===== src/rtl/mac_pkg.sv =====
package mac_pkg;
    localparam int MAC_OPW  = 16;
    localparam int MAC_ACCW = 36;

    typedef enum logic [1:0] {
        MAC_MUL = 2'd0,
        MAC_ADD = 2'd1,
        MAC_SUB = 2'd2,
        MAC_CLR = 2'd3
    } mac_op_e;
endpackage


===== src/rtl/mac_product.sv =====
// Full product of two operands, sign or zero extended to the accumulator width,
// with optional fractional doubling and the -1.0 * -1.0 substitution.
module mac_product #(
    parameter int OPW  = 16,
    parameter int ACCW = 36
) (
    input  logic            is_signed,
    input  logic            is_frac,
    input  logic [OPW-1:0]  opnd_a,
    input  logic [OPW-1:0]  opnd_b,
    output logic [ACCW-1:0] prod
);
    localparam int RAWW = 2 * OPW + 2;
    localparam int PADW = ACCW - RAWW;
    localparam logic [OPW-1:0] MOST_NEG = {1'b1, {(OPW-1){1'b0}}};
    localparam logic [ACCW-1:0] FRAC_MAX = {{(ACCW-2*OPW+1){1'b0}}, {(2*OPW-1){1'b1}}};

    logic signed [OPW:0]    a_x, b_x;
    logic signed [RAWW-1:0] raw;
    logic [ACCW-1:0]        raw_x;
    logic                   neg_one_sq;

    always_comb begin
        a_x        = {is_signed & opnd_a[OPW-1], opnd_a};
        b_x        = {is_signed & opnd_b[OPW-1], opnd_b};
        raw        = a_x * b_x;
        raw_x      = {{PADW{raw[RAWW-1]}}, raw};
        neg_one_sq = is_signed && is_frac && (opnd_a == MOST_NEG) && (opnd_b == MOST_NEG);
        if (neg_one_sq)
            prod = FRAC_MAX;
        else if (is_frac)
            prod = {raw_x[ACCW-2:0], 1'b0};
        else
            prod = raw_x;
    end
endmodule


===== src/rtl/mac_accum.sv =====
// Accumulator register with load, add, subtract, clear and sticky wrap flag.
module mac_accum
    import mac_pkg::*;
#(
    parameter int ACCW = 36
) (
    input  logic            clk,
    input  logic            rst_n,
    input  logic            op_valid,
    input  mac_op_e         op,
    input  logic [ACCW-1:0] prod,
    input  logic            wr_en,
    input  logic [ACCW-1:0] wr_data,
    output logic [ACCW-1:0] acc,
    output logic            ovf
);
    localparam int MSB = ACCW - 1;

    logic [ACCW-1:0] acc_q, acc_d, sum, diff;
    logic            ovf_q, ovf_d;

    always_comb begin
        sum   = acc_q + prod;
        diff  = acc_q - prod;
        acc_d = acc_q;
        ovf_d = ovf_q;
        if (wr_en) begin
            acc_d = wr_data;
            ovf_d = 1'b0;
        end else if (op_valid) begin
            unique case (op)
                MAC_MUL: begin
                    acc_d = prod;
                    ovf_d = 1'b0;
                end
                MAC_ADD: begin
                    acc_d = sum;
                    if (acc_q[MSB] == prod[MSB] && sum[MSB] != acc_q[MSB])
                        ovf_d = 1'b1;
                end
                MAC_SUB: begin
                    acc_d = diff;
                    if (acc_q[MSB] != prod[MSB] && diff[MSB] != acc_q[MSB])
                        ovf_d = 1'b1;
                end
                MAC_CLR: begin
                    acc_d = '0;
                    ovf_d = 1'b0;
                end
                default: begin
                    acc_d = acc_q;
                    ovf_d = ovf_q;
                end
            endcase
        end
    end

    always_ff @(posedge clk) begin
        if (!rst_n) begin
            acc_q <= '0;
            ovf_q <= 1'b0;
        end else begin
            acc_q <= acc_d;
            ovf_q <= ovf_d;
        end
    end

    assign acc = acc_q;
    assign ovf = ovf_q;
endmodule


===== src/rtl/mac_readout.sv =====
// Guard-bit detection and saturating 32-bit view of the accumulator.
module mac_readout #(
    parameter int OPW  = 16,
    parameter int ACCW = 36
) (
    input  logic [ACCW-1:0]  acc,
    output logic             ext_used,
    output logic [2*OPW-1:0] sat_out
);
    localparam int RESW = 2 * OPW;
    localparam logic [RESW-1:0] POS_LIM = {1'b0, {(RESW-1){1'b1}}};
    localparam logic [RESW-1:0] NEG_LIM = {1'b1, {(RESW-1){1'b0}}};

    logic [ACCW-RESW:0] top_bits;

    always_comb begin
        top_bits = acc[ACCW-1:RESW-1];
        ext_used = !((&top_bits) || !(|top_bits));
        if (!ext_used)
            sat_out = acc[RESW-1:0];
        else if (acc[ACCW-1])
            sat_out = NEG_LIM;
        else
            sat_out = POS_LIM;
    end
endmodule


===== src/rtl/mac_guard_unit.sv =====
module mac_guard_unit
    import mac_pkg::*;
#(
    parameter int OPW  = MAC_OPW,
    parameter int ACCW = MAC_ACCW
) (
    input  logic                  clk,
    input  logic                  rst_n,
    input  logic                  op_valid,
    input  logic [1:0]            op_sel,
    input  logic                  is_signed,
    input  logic                  is_frac,
    input  logic [OPW-1:0]        opnd_a,
    input  logic [OPW-1:0]        opnd_b,
    input  logic                  wr_en,
    input  logic [ACCW-1:0]       wr_data,
    output logic [ACCW-2*OPW-1:0] acc_ext,
    output logic [OPW-1:0]        acc_hi,
    output logic [OPW-1:0]        acc_lo,
    output logic                  ext_used,
    output logic [2*OPW-1:0]      sat_out,
    output logic                  ovf
);
    logic [ACCW-1:0] prod;
    logic [ACCW-1:0] acc;
    mac_op_e         op;

    assign op = mac_op_e'(op_sel);

    mac_product #(.OPW(OPW), .ACCW(ACCW)) u_prod (
        .is_signed (is_signed),
        .is_frac   (is_frac),
        .opnd_a    (opnd_a),
        .opnd_b    (opnd_b),
        .prod      (prod)
    );

    mac_accum #(.ACCW(ACCW)) u_acc (
        .clk      (clk),
        .rst_n    (rst_n),
        .op_valid (op_valid),
        .op       (op),
        .prod     (prod),
        .wr_en    (wr_en),
        .wr_data  (wr_data),
        .acc      (acc),
        .ovf      (ovf)
    );

    mac_readout #(.OPW(OPW), .ACCW(ACCW)) u_rd (
        .acc      (acc),
        .ext_used (ext_used),
        .sat_out  (sat_out)
    );

    assign acc_ext = acc[ACCW-1:2*OPW];
    assign acc_hi  = acc[2*OPW-1:OPW];
    assign acc_lo  = acc[OPW-1:0];
endmodule


===== config.mk =====
export PLATFORM = sky130hd
export DESIGN_NAME = mac_guard_unit
export DESIGN_NICKNAME = d
export VERILOG_FILES = /design/src/rtl/mac_pkg.sv /design/src/rtl/mac_product.sv /design/src/rtl/mac_accum.sv /design/src/rtl/mac_readout.sv /design/src/rtl/mac_guard_unit.sv
export SDC_FILE = /design/constraint.sdc
export NUM_CORES = 1
export LEC_CHECK = 0
export ABC_AREA = 1
export BUFFER_PORTS_ARGS = -buffer_cell sky130_fd_sc_hd__buf_2
export CORE_MARGIN = 2
export CORE_UTILIZATION = 62
export CTS_CLUSTER_DIAMETER = 50
export CTS_CLUSTER_SIZE = 10
export DETAILED_ROUTE_END_ITERATION = 16
export GPL_ROUTABILITY_DRIVEN = 0
export HOLD_SLACK_MARGIN = 0.02
export PLACE_DENSITY_LB_ADDON = 0.1
export SLEW_MARGIN = 20
export SYNTH_ARGS = -nofsm -noshare
export SYNTH_HDL_FRONTEND = slang
export SYNTH_HIERARCHICAL = 1
export SYNTH_SLANG_ARGS = --single-unit

===== constraint.sdc =====
create_clock -name clk -period 11.35 [get_ports clk]
set_clock_uncertainty 0.15 [all_clocks]
set_input_delay 1.135 -clock clk [delete_from_list [all_inputs] [get_ports clk]]
set_output_delay 1.135 -clock clk [all_outputs]
set_load 0.03 [all_outputs]

==> qor.yml <==
critPathMostFrequentCell: "nand2_1"
initial_core_util: 0.628
synth_flop_cell: "dfxtp_1"
timing.rr.start: "u_acc/acc[0]"
ys_async_sr_fraction: 0
yosysSeqAreaShare: 0.0364
yosysUniqueCellTypes: 53
critPathSlowestCell: "fa_1"
gr-total-overflow: 0
synth_nets: 3696
synth_area_per_cell_um2: 6.44
cp.required_ns: 11.45
numCtsBuffers: 5
slowest_delay_ns: 0.73
worst_pin_slew_ns: 1.06
core_um2: 32500
rows: 66
fmax_mhz: 109
vias: 20400
min_path_type: "reg2reg"
clock_sinks: 37
yosysWarnings: 6
ioPinCount: 146
fp.dieH_um: 185
worstSetupPathType: "in2reg"
syn_inst: 3164
tns_ns: 0
critPathArrivalTime_ns: 9.25
antenna_found_initial: 0
crit_path_start_kind: "input port"
ys_ff_latch: 37
clk_pin_slew_ns: 0.07
grt_start_max_net_pins: 40
die-area_um2: 34300
viasPerCell: 5.60
final_common_cell: "nand2_1"
area_growth_pct: 4.20
hold_viol_final: 0
drtPass1Iterations: 6
track_usage: 0.360
drv_cap: 0
post-cts-setup-buffers: 0
layout.nets: 3725
grt_pass1_wl_um: 98000
wl_per_cell_um: 16.5
fin_crit_sh: 0.806
grt_pass1_vias: 20000
die_x_um: 185
worstSetupStartpoint: "opnd_a[15]"
cts_root_buffer: "clkbuf_16"
ant_nets: 0
clockBufferDepth: 2
rsz0062_at_grt: "false"
period_needed_ns: 9.15
drc_errors: 0
htree_levels: 2
cts_resized: 0
max_slew_margin: 0.286
finalMaxSlewViolations: 0
ctsHoldBuffers: 0
synth_area_um2: 20400
end_kind: "register"
clk_latency_ns: 0.30
setup_viol: 0
path_max_fanout: 18
hpwl_um: 48900
status: "finished clean"
synth-edff-count: 0
totalWireLength_um: 60100
drtIter0Drc: 2313
num_antenna_cells: 0
worstHoldStart: "u_acc/acc[3]"
drive_above_1_share: 0.0914
most-common-layout-cells: "nand2_1, inv_1, fa_1, nand3_1, nor2_1"
cts_tree: "yes"
portBuffers: 145
Yosys cell counts, types with 2 or more instances:
master	n	area share
nor2_4	5	0.0028
clkinv_1	3	0.00055
clkbuf_1	60	0.011
dfxtp_1	37	0.036
o21ai_1	5	0.0012
a21boi_1	2	0.00074
a21oi_1	154	0.038
nand2_1	910	0.17
nand3_1	200	0.049
a31oi_1	10	0.0031
nand3_2	25	0.012
nor3_1	22	0.0054
a221oi_1	2	0.00086
xor2_1	10	0.0043
nor3_2	3	0.0015
o211ai_2	3	0.0018
buf_1	10	0.0018
inv_2	17	0.0031
o21ai_0	69	0.017
nor4_2	2	0.0012
nand3b_1	8	0.0029
buf_4	14	0.0052
or2_1	5	0.0015
nand2_2	35	0.011
nand4_1	14	0.0043
buf_6	10	0.0055
buf_2	36	0.0088
inv_1	735	0.14
nor2_1	194	0.036
ha_1	158	0.097
o21bai_1	15	0.0055
nor2_2	19	0.0058
and2_1	2	0.00061
fa_1	298	0.29
or2_2	2	0.00061
a21oi_2	13	0.0056
nor4_1	6	0.0018
a22oi_1	27	0.010
o211ai_1	10	0.0037
sequential cells by signal (all words and copies together) (netlist names):
signal and flops:
u_acc/acc 36, u_acc/ovf 1
area by class of cell:
| class | count | area, um^2 |
|---|---|---|
| well taps | 442 | 553 |
| multi-input cells | 2241 | 16100 |
| fillers | 3071 | 11200 |
| repair buffers | 153 | 786 |
| clock buffers | 6 | 139 |
| flip-flops and latches | 37 | 741 |
| clock inverters | 2 | 37.5 |
| inverters | 755 | 2830 |
cell families after synthesis:
| logic type | count (synthesis) | synth area share |
|---|---|---|
| AOI/OAI and AO/OA | 317 | 0.0907 |
| xor gates and xnor gates | 11 | 0.00473 |
| and+or+nand+nor | 1457 | 0.306 |
| adders and majority gates | 456 | 0.390 |
| DFF | 37 | 0.0364 |
| buffers and inverters | 886 | 0.172 |
routing by layer:
metal  GRT usage  vias to the layer above  share of wire
met5           0                        -              0
met4       0.121                        0          0.037
met3      0.0627                      172           0.11
met2       0.585                     1091           0.45
met1       0.485                     9585           0.40
li1            -                     9531              -
critical path, delay by kind of cell:
family,cells,cell delay [ns]
AO/OA/AOI/OAI,3,0.71
adder cells (fa/ha/maj),8,4.06
buffers and inverters,10,1.25
AND/OR/NAND/NOR,18,2.09
worst paths after layout:
check	slack, ns	end	cells past startpoint
max	2.20	u_acc/ovf	39
min	0.39	u_acc/acc[3]	2
max reg2reg	8.29	u_acc/acc[22]	17
min reg2reg	0.39	u_acc/acc[3]	2
metrics by stage:
| stage | util | std cells | hold slack [ns] | worst slack [ns] | cell area [um^2] |
|---|---|---|---|---|---|
| detailed placement | 0.648 | 3628 | 0.392 | 2.06 | 21000 |
| floorplan | - | 3164 | 0.456 | 3.35 | 20400 |
| CTS | 0.654 | 3636 | 0.398 | 2.35 | 21200 |
| global placement | 0.648 | 3628 | 0.377 | 2.35 | 21000 |
| finish | 0.654 | 3636 | 0.394 | 2.20 | 21200 |
| global route | 0.654 | 3636 | 0.422 | 1.56 | 21200 |
Power is left out: the tool's default activity adds up to more than one toggle a clock period on the data nets, which glitch-free logic cannot reach.
